$ cat config.mk
export PLATFORM = sky130hd
export DESIGN_NAME = memtype_regbank
export DESIGN_NICKNAME = d
export VERILOG_FILES = /design/src/rtl/memtype_pkg.sv /design/src/rtl/memtype_decode.sv /design/src/rtl/memtype_check.sv /design/src/rtl/memtype_store.sv /design/src/rtl/memtype_regbank.sv
export SDC_FILE = /design/constraint.sdc
export NUM_CORES = 2
export LEC_CHECK = 0
export BUFFER_PORTS_ARGS = -buffer_cell sky130_fd_sc_hd__buf_4
export CAP_MARGIN = 25
export CORE_AREA = 2 2 748 750
export DETAILED_ROUTE_END_ITERATION = 8
export DIE_AREA = 0 0 750 752
export PLACE_DENSITY_LB_ADDON = 0.15
export SYNTH_ARGS = -nofsm -noshare
export SYNTH_HDL_FRONTEND = slang
export SYNTH_SLANG_ARGS = --single-unit
export TNS_END_PERCENT = 50
$ cat constraint.sdc
create_clock -name clk -period 2 [get_ports clk]
set_input_delay 0.3 -clock clk [delete_from_list [all_inputs] [get_ports clk]]
set_output_delay 0.3 -clock clk [all_outputs]
set_load 0.05 [all_outputs]
$ cat src/rtl/memtype_pkg.sv
`timescale 1ns/1ps
package memtype_pkg;
   localparam int unsigned IDX_W       = 12;
   localparam int unsigned FIX_UNITS   = 11;
   localparam int unsigned FIX_ENTRIES = FIX_UNITS * 8;
   localparam int unsigned FIX_BITS    = FIX_ENTRIES * 8;
   localparam int unsigned UNIT_W      = 4;

   localparam logic [IDX_W-1:0] IDX_CAP   = 12'h0FE;
   localparam logic [IDX_W-1:0] IDX_VAR0  = 12'h200;
   localparam logic [IDX_W-1:0] IDX_FIX64 = 12'h250;
   localparam logic [IDX_W-1:0] IDX_FIX16 = 12'h258;
   localparam logic [IDX_W-1:0] IDX_FIX4  = 12'h268;
   localparam logic [IDX_W-1:0] IDX_ATTR  = 12'h277;
   localparam logic [IDX_W-1:0] IDX_DFLT  = 12'h2FF;

   localparam logic [63:0] ATTR_RESET = 64'h0007_0406_0007_0406;
   localparam logic [63:0] DFLT_KEEP  = 64'h0000_0000_0000_0CFF;
   localparam logic [63:0] CAP_BASE   = 64'h0000_0000_0000_0500;

   typedef enum logic [2:0] {
      CLS_NONE,
      CLS_CAP,
      CLS_DFLT,
      CLS_ATTR,
      CLS_FIX,
      CLS_VBASE,
      CLS_VMASK
   } reg_class_e;

   function automatic logic range_type_ok(input logic [7:0] t);
      return (t == 8'd0) || (t == 8'd1) || (t == 8'd4) || (t == 8'd5) || (t == 8'd6);
   endfunction

   function automatic logic attr_type_ok(input logic [7:0] t);
      return (t == 8'd0) || (t == 8'd1) || ((t >= 8'd4) && (t <= 8'd7));
   endfunction
endpackage

$ cat src/rtl/memtype_decode.sv
`timescale 1ns/1ps
module memtype_decode
   import memtype_pkg::*;
#(
   parameter int unsigned NUM_PAIRS = 8,
   parameter int unsigned PAIR_W    = 3
) (
   input  logic [IDX_W-1:0]  idx,
   output reg_class_e        cls,
   output logic [UNIT_W-1:0] unit,
   output logic [PAIR_W-1:0] pair
);
   localparam logic [IDX_W-1:0] VAR_END = IDX_VAR0 + IDX_W'(2 * NUM_PAIRS);

   logic [IDX_W-1:0] var_off;
   assign var_off = idx - IDX_VAR0;

   always_comb begin
      cls  = CLS_NONE;
      unit = '0;
      pair = '0;
      if (idx == IDX_CAP) begin
         cls = CLS_CAP;
      end else if (idx == IDX_DFLT) begin
         cls = CLS_DFLT;
      end else if (idx == IDX_ATTR) begin
         cls = CLS_ATTR;
      end else if (idx == IDX_FIX64) begin
         cls  = CLS_FIX;
         unit = 4'd0;
      end else if ((idx == IDX_FIX16) || (idx == IDX_FIX16 + 12'd1)) begin
         cls  = CLS_FIX;
         unit = 4'd1 + {3'b000, idx[0]};
      end else if ((idx >= IDX_FIX4) && (idx <= IDX_FIX4 + 12'd7)) begin
         cls  = CLS_FIX;
         unit = 4'd3 + {1'b0, idx[2:0]};
      end else if ((idx >= IDX_VAR0) && (idx < VAR_END)) begin
         cls  = var_off[0] ? CLS_VMASK : CLS_VBASE;
         pair = var_off[PAIR_W:1];
      end
   end

   // decoded fixed unit never exceeds the last unit
   always_comb begin
      a_r7_unit_range: assert (!(cls == CLS_FIX) || (unit < UNIT_W'(FIX_UNITS)));
   end
endmodule

$ cat src/rtl/memtype_check.sv
`timescale 1ns/1ps
module memtype_check
   import memtype_pkg::*;
#(
   parameter int unsigned PA_WIDTH = 40
) (
   input  reg_class_e  cls,
   input  logic [63:0] wdata,
   output logic        legal
);
   localparam logic [63:0] HI_MASK = ~((64'd1 << PA_WIDTH) - 64'd1);

   logic [7:0] lane_rng_ok;
   logic [7:0] lane_attr_ok;

   for (genvar g = 0; g < 8; g++) begin : g_lane
      assign lane_rng_ok[g]  = range_type_ok(wdata[g*8 +: 8]);
      assign lane_attr_ok[g] = attr_type_ok(wdata[g*8 +: 8]);
   end

   logic hi_clear;
   assign hi_clear = ((wdata & HI_MASK) == 64'd0);

   always_comb begin
      unique case (cls)
         CLS_FIX:   legal = &lane_rng_ok;
         CLS_ATTR:  legal = &lane_attr_ok;
         CLS_DFLT:  legal = ((wdata & ~DFLT_KEEP) == 64'd0) && lane_rng_ok[0];
         CLS_VBASE: legal = lane_rng_ok[0] && (wdata[11:8] == 4'd0) && hi_clear;
         CLS_VMASK: legal = (wdata[10:0] == 11'd0) && hi_clear;
         default:   legal = 1'b0;
      endcase
   end
endmodule

$ cat src/rtl/memtype_store.sv
`timescale 1ns/1ps
module memtype_store
   import memtype_pkg::*;
#(
   parameter int unsigned NUM_PAIRS = 8,
   parameter int unsigned PAIR_W    = 3,
   parameter int unsigned PA_WIDTH  = 40
) (
   input  logic                    clk,
   input  logic                    rst_n,
   input  logic                    commit,
   input  reg_class_e              cls,
   input  logic [UNIT_W-1:0]       unit,
   input  logic [PAIR_W-1:0]       pair,
   input  logic [63:0]             wdata,
   output logic [FIX_BITS-1:0]     fix_flat,
   output logic [63:0]             dflt_q,
   output logic [63:0]             attr_q,
   output logic [NUM_PAIRS*64-1:0] base_flat,
   output logic [NUM_PAIRS*64-1:0] mask_flat
);
   localparam logic [63:0] HI_MASK = ~((64'd1 << PA_WIDTH) - 64'd1);

   for (genvar u = 0; u < FIX_UNITS; u++) begin : g_fix
      always_ff @(posedge clk or negedge rst_n) begin
         if (!rst_n) begin
            fix_flat[u*64 +: 64] <= '0;
         end else if (commit && (cls == CLS_FIX) && (unit == UNIT_W'(u))) begin
            fix_flat[u*64 +: 64] <= wdata;
         end
      end
   end

   for (genvar p = 0; p < NUM_PAIRS; p++) begin : g_pair
      always_ff @(posedge clk or negedge rst_n) begin
         if (!rst_n) begin
            base_flat[p*64 +: 64] <= '0;
            mask_flat[p*64 +: 64] <= '0;
         end else if (commit && (pair == PAIR_W'(p))) begin
            if (cls == CLS_VBASE) base_flat[p*64 +: 64] <= wdata;
            if (cls == CLS_VMASK) mask_flat[p*64 +: 64] <= wdata;
         end
      end

      // stored base keeps reserved and out-of-width bits clear
      a_r5_base_reserved_clear: assert property (@(posedge clk) disable iff (!rst_n)
         ((base_flat[p*64 +: 64] & HI_MASK) == 64'd0) && (base_flat[p*64+8 +: 4] == 4'd0));
      // stored mask keeps low and out-of-width bits clear
      a_r6_mask_reserved_clear: assert property (@(posedge clk) disable iff (!rst_n)
         ((mask_flat[p*64 +: 64] & HI_MASK) == 64'd0) && (mask_flat[p*64 +: 11] == 11'd0));
   end

   always_ff @(posedge clk or negedge rst_n) begin
      if (!rst_n) begin
         dflt_q <= '0;
         attr_q <= ATTR_RESET;
      end else if (commit) begin
         if (cls == CLS_DFLT) dflt_q <= wdata;
         if (cls == CLS_ATTR) attr_q <= wdata;
      end
   end

   // stored default register never holds reserved bits
   a_r4_dflt_reserved_clear: assert property (@(posedge clk) disable iff (!rst_n)
      (dflt_q & ~DFLT_KEEP) == 64'd0);

   for (genvar g = 0; g < 8; g++) begin : g_attr_chk
      // every stored attribute byte is a legal encoding
      a_r3_attr_lane_legal: assert property (@(posedge clk) disable iff (!rst_n)
         attr_type_ok(attr_q[g*8 +: 8]));
   end
endmodule

$ cat src/rtl/memtype_regbank.sv
`timescale 1ns/1ps
module memtype_regbank
   import memtype_pkg::*;
#(
   parameter int unsigned NUM_PAIRS = 8,
   parameter int unsigned PA_WIDTH  = 40
) (
   input  logic                    clk,
   input  logic                    rst_n,
   input  logic                    wr_en,
   input  logic                    rd_en,
   input  logic [11:0]             idx,
   input  logic [63:0]             wdata,
   output logic [63:0]             rdata,
   output logic                    err,
   output logic                    map_en,
   output logic                    fixed_en,
   output logic [7:0]              dflt_type,
   output logic [63:0]             attr_cfg,
   output logic [703:0]            fixed_types,
   output logic [NUM_PAIRS*64-1:0] var_base,
   output logic [NUM_PAIRS*64-1:0] var_mask
);
   localparam int unsigned PAIR_W   = (NUM_PAIRS > 1) ? $clog2(NUM_PAIRS) : 1;
   localparam logic [63:0] CAP_WORD = CAP_BASE | 64'(NUM_PAIRS);

   if ((NUM_PAIRS < 1) || (NUM_PAIRS > 32)) begin : g_bad_pairs
      $error("NUM_PAIRS must lie in 1..32 so variable indices stay below the fixed block");
   end
   if ((PA_WIDTH < 13) || (PA_WIDTH > 63)) begin : g_bad_pa
      $error("PA_WIDTH must lie in 13..63");
   end
   if (FIX_BITS != 704) begin : g_bad_fix
      $error("fixed-range array width does not match the port");
   end

   reg_class_e          cls;
   logic [UNIT_W-1:0]   unit;
   logic [PAIR_W-1:0]   pair;
   logic                wr_ok;
   logic                commit;
   logic [63:0]         dflt_q;
   logic [63:0]         rd_val;
   logic                rd_known;

   memtype_decode #(.NUM_PAIRS(NUM_PAIRS), .PAIR_W(PAIR_W)) i_decode (
      .idx  (idx),
      .cls  (cls),
      .unit (unit),
      .pair (pair)
   );

   memtype_check #(.PA_WIDTH(PA_WIDTH)) i_check (
      .cls   (cls),
      .wdata (wdata),
      .legal (wr_ok)
   );

   assign commit = wr_en && wr_ok;

   memtype_store #(.NUM_PAIRS(NUM_PAIRS), .PAIR_W(PAIR_W), .PA_WIDTH(PA_WIDTH)) i_store (
      .clk       (clk),
      .rst_n     (rst_n),
      .commit    (commit),
      .cls       (cls),
      .unit      (unit),
      .pair      (pair),
      .wdata     (wdata),
      .fix_flat  (fixed_types),
      .dflt_q    (dflt_q),
      .attr_q    (attr_cfg),
      .base_flat (var_base),
      .mask_flat (var_mask)
   );

   assign map_en    = dflt_q[11];
   assign fixed_en  = dflt_q[10];
   assign dflt_type = dflt_q[7:0];

   always_comb begin
      rd_known = 1'b1;
      unique case (cls)
         CLS_CAP:   rd_val = CAP_WORD;
         CLS_DFLT:  rd_val = dflt_q;
         CLS_ATTR:  rd_val = attr_cfg;
         CLS_FIX:   rd_val = fixed_types[int'(unit)*64 +: 64];
         CLS_VBASE: rd_val = var_base[int'(pair)*64 +: 64];
         CLS_VMASK: rd_val = var_mask[int'(pair)*64 +: 64];
         default: begin
            rd_val   = 64'd0;
            rd_known = 1'b0;
         end
      endcase
   end

   always_ff @(posedge clk or negedge rst_n) begin
      if (!rst_n) begin
         rdata <= '0;
         err   <= 1'b0;
      end else begin
         err <= (wr_en && !wr_ok) || (rd_en && !rd_known);
         if (rd_en) rdata <= rd_val;
      end
   end

   // input rule, one request per cycle
   a_r10_single_request: assert property (@(posedge clk) disable iff (!rst_n)
      !(wr_en && rd_en));
   // no request, no fault in the next cycle
   a_r10_quiet_no_err: assert property (@(posedge clk) disable iff (!rst_n)
      !(wr_en || rd_en) |=> !err);
   // rdata only moves after a read
   a_r10_rdata_hold: assert property (@(posedge clk) disable iff (!rst_n)
      !rd_en |=> $stable(rdata));
   // rejected write leaves exported state alone
   a_r11_reject_hold: assert property (@(posedge clk) disable iff (!rst_n)
      (wr_en && !wr_ok) |=> ($stable(fixed_types) && $stable(attr_cfg) && $stable(var_base)
                             && $stable(var_mask) && $stable(dflt_type) && $stable(map_en)
                             && $stable(fixed_en) && err));
   // accepted write does not fault
   a_r2_accept_no_err: assert property (@(posedge clk) disable iff (!rst_n)
      (wr_en && wr_ok) |=> !err);
   // capability read returns the constant word
   a_r8_cap_read: assert property (@(posedge clk) disable iff (!rst_n)
      (rd_en && (idx == IDX_CAP)) |=> (rdata == CAP_WORD) && !err);
   // unknown read returns zero with a fault
   a_r9_unknown_read: assert property (@(posedge clk) disable iff (!rst_n)
      (rd_en && (cls == CLS_NONE)) |=> (rdata == 64'd0) && err);
endmodule

==> impl_metrics.yaml <==
timing:
  tightestPinTransition_ns: 1.04
  max_freq_ghz: 0.325
  setup_viol: 2191
  tns_ns: -1647.06
  hold_ws_ns: 0.0433
  finalHoldViolCount: 0
  min_period_ns: 3.08
  drv_slew: 0
  relSlewSlack_pct: 30.6
  finClkSkew_ns: 0.0760
  fin_crit_sh_pct: 154
  rsz0062_at_grt: "yes"
  fin_ws_ns: -1.08
logic_synthesis:
  yosys_most_used_dff: "dfrtp_1"
  synth_warnings: 0
  synthArstFlopShare_pct: 100
  ys_seq_area_share_pct: 59.0
  synth.distinct_cells: 82
  synth_edf_count: 0
  synth_area_per_cell_um2: 12.4
  ys_ff_latch: 1921
  syn-cell-area_um2: 81500
  syn-num-nets: 6651
  postSynthCellCount: 6565
cells_and_area:
  syn2layout_area_growth_pct: 63.2
  final_cell_mix: "buf_4, dfrtp_1, nor2b_1, mux2_2, nand2_1"
  layout_commonest_cell: "buf_4"
  design_area_um2: 133000
  layout.nets: 9882
  final_layout_size_suffix_gt1_share_pct: 49.5
min_path:
  hold_path.startpoint: "rd_en"
  hold_class: "input port to register"
critical_path:
  endpoint_kind: "register"
  critPathKind: "input port to register"
  crit_path_start_kind: "input port"
  r2r-start: "i_store.mask_flat[493]"
  cp_max_fo: 6
  worstPathRequired_ns: 2.82
  crit_path_top_delay_cell: "a221oi_1"
  worst-endpoint-arrival_ns: 3.90
  cp_slowest_stage_delay_ns: 0.89
  crit_top_cell: "buf_4"
  cp-startpoint: "idx[4]"
  path_cells: "buf_4, buf_4, or4bb_1, nor2_2, nor3_4, buf_6, buf_12, buf_4, buf_4, a221oi_1, nand2_1, nand3_1, buf_4, a31oi_1"
  critPathBufInv: 7
  cp_top_family: "simple AND/OR/NAND/NOR gates"
routing:
  first_iter_violations: 6377
  wl_per_cell_um: 42.3
  drt-total-wl_mm: 741
  via_count: 75100
  ant_nets: 0
  avgViaCountPerCell: 4.29
  dr.pass1.iters: 6
  drc_errors: 0
die:
  start_util_pct: 14.7
  dieArea_um2: 564000
  dieHeight_um: 752
  core_um2: 556000
  die_w_um: 750
  io_pins: 1947
  row_count: 274
placement:
  dpl.hpwl_mm: 583
  gp_congestion: 0.893
  place_area_um2: 118000
  buffer_ports.inserted: 1946
  place_ws_ns: -2.98
clock_network:
  cts_tree: "yes"
  clkSinkCount: 1921
  clock_latency_ns: 1.01
  htreeDepth: 5
  clk_pin_slew_worst_paths_ns: 0.05
  max-clock-path-buffers: 4
  root_buffer: "clkbuf_16"
  cts_buffers: 278
power:
  p_switching_mw: 24.1
  power.density_nw_per_um2: 713
  finalPower_mw: 94.8
  combPwrFrac_pct: 3.8
  seqPwrFrac_pct: 41.0
  p_clk_share_pct: 55.2
  swShare_pct: 25.5
  ir_drop_uv: 694
  leakagePower_nw: 65.6
  p_int_mw: 70.6
status:
  outcome: "finished, violations left"
  violations: "negative setup slack"
global_route:
  grt_pass1_vias: 76700
  grt_antenna_before_repair: 87
  track_usage_pct: 25.0
  grt_pass1_wl_mm: 915
  grt.overflow.total: 0
  grt_max_degree: 103
job:
  maxCapViolations: 0
## timing repair
action,4_1_cts,5_1_grt
setup endpoints to repair,2945,2643
hold endpoints to repair,1814,0
hold buffers,13,0
setup buffers,115,39
pin swaps,58,24
cloned,19,36
resized for setup,321,347
## final cells by class
class	instances	area (µm²)
Sequential cell	1921	48100
Inverter	15	58.8
Multi-Input combinational cell	4069	33500
Timing Repair Buffer	3511	32400
Tap cell	7452	9320
Fill cell	59100	423000
Clock buffer	408	8230
Antenna cell	50	125
Clock inverter	88	1200
## power groups by stage
stage	Sequential [mW]	Clock [mW]	Combinational, mW
floorplan	39.6	0	0.557
global placement	39.6	0	3.56
detailed placement	39.6	0	3.58
CTS	38.9	53.6	3.70
global route	38.9	55.0	3.80
finish	38.9	52.3	3.60
## Yosys cell counts (64+ instances only)
cell / instances / share of area, %
mux2_1: 456 / 6.3
nor2b_1: 746 / 5.7
nor2_1: 176 / 0.81
o22ai_1: 183 / 1.4
a21oi_1: 78 / 0.48
nand2_1: 448 / 2.1
nand3_1: 147 / 0.90
mux2_2: 569 / 7.9
a221oi_1: 116 / 1.2
o221ai_1: 107 / 1.2
dfrtp_1: 1909 / 59
nor3_1: 75 / 0.46
and2_1: 142 / 1.1
clkbuf_1: 399 / 1.8
o21ai_0: 112 / 0.69
mux2i_1: 161 / 2.0
a22oi_1: 64 / 0.59
## cell families after synthesis
family                     share of synthesized area (%)
adders and majority gates                         0.0922
xor gates and xnor gates                          0.0215
and+or+nand+nor                                     12.6
muxes                                               16.5
DFF                                                 59.0
AOI/OAI and AO/OA                                   8.77
buffers and inverters                               2.99
## state kept, by name (all words and copies together), names as in the netlist
signal	count
i_store.base_flat	512
i_store.mask_flat	512
err	1
rdata	64
i_store.fix_flat	704
i_store.attr_q	64
i_store.dflt_q	64
## per-layer routing
metal	up-vias	share of wire, %	global-route usage (%)
li1	30300	-	-
met3	743	9.2	8.42
met5	-	0.0086	0
met4	10	3.8	7.69
met2	3392	46	40.6
met1	40700	41	31.2
## metrics by stage
step                      instances  utilization [%]
after floorplan                6565                -
after global placement        16800             21.1
after detailed placement      16800             21.1
after CTS                     17400             23.4
after global routing          17500             23.9
final                         17500             23.9
## worst paths after layout
kind	to	slack (ns)	cells past startpoint
min in group asynchronous	i_store.fix_flat[556]	0.14	3
min	rdata[30]	0.04	4
max reg2reg	rdata[45]	-0.31	9
min reg2reg	i_store.dflt_q[49]	0.48	1
max	rdata[1]	-1.08	14
max in group asynchronous	i_store.mask_flat[150]	0.82	3
## worst min-delay path, delay by kind of cell
family	cells	cell delay, ns
and+or+nand+nor	2	0.30
AOI/OAI and AO/OA	1	0.05
buffers and inverters	1	0.27
Power figures use the tool's default switching activity.
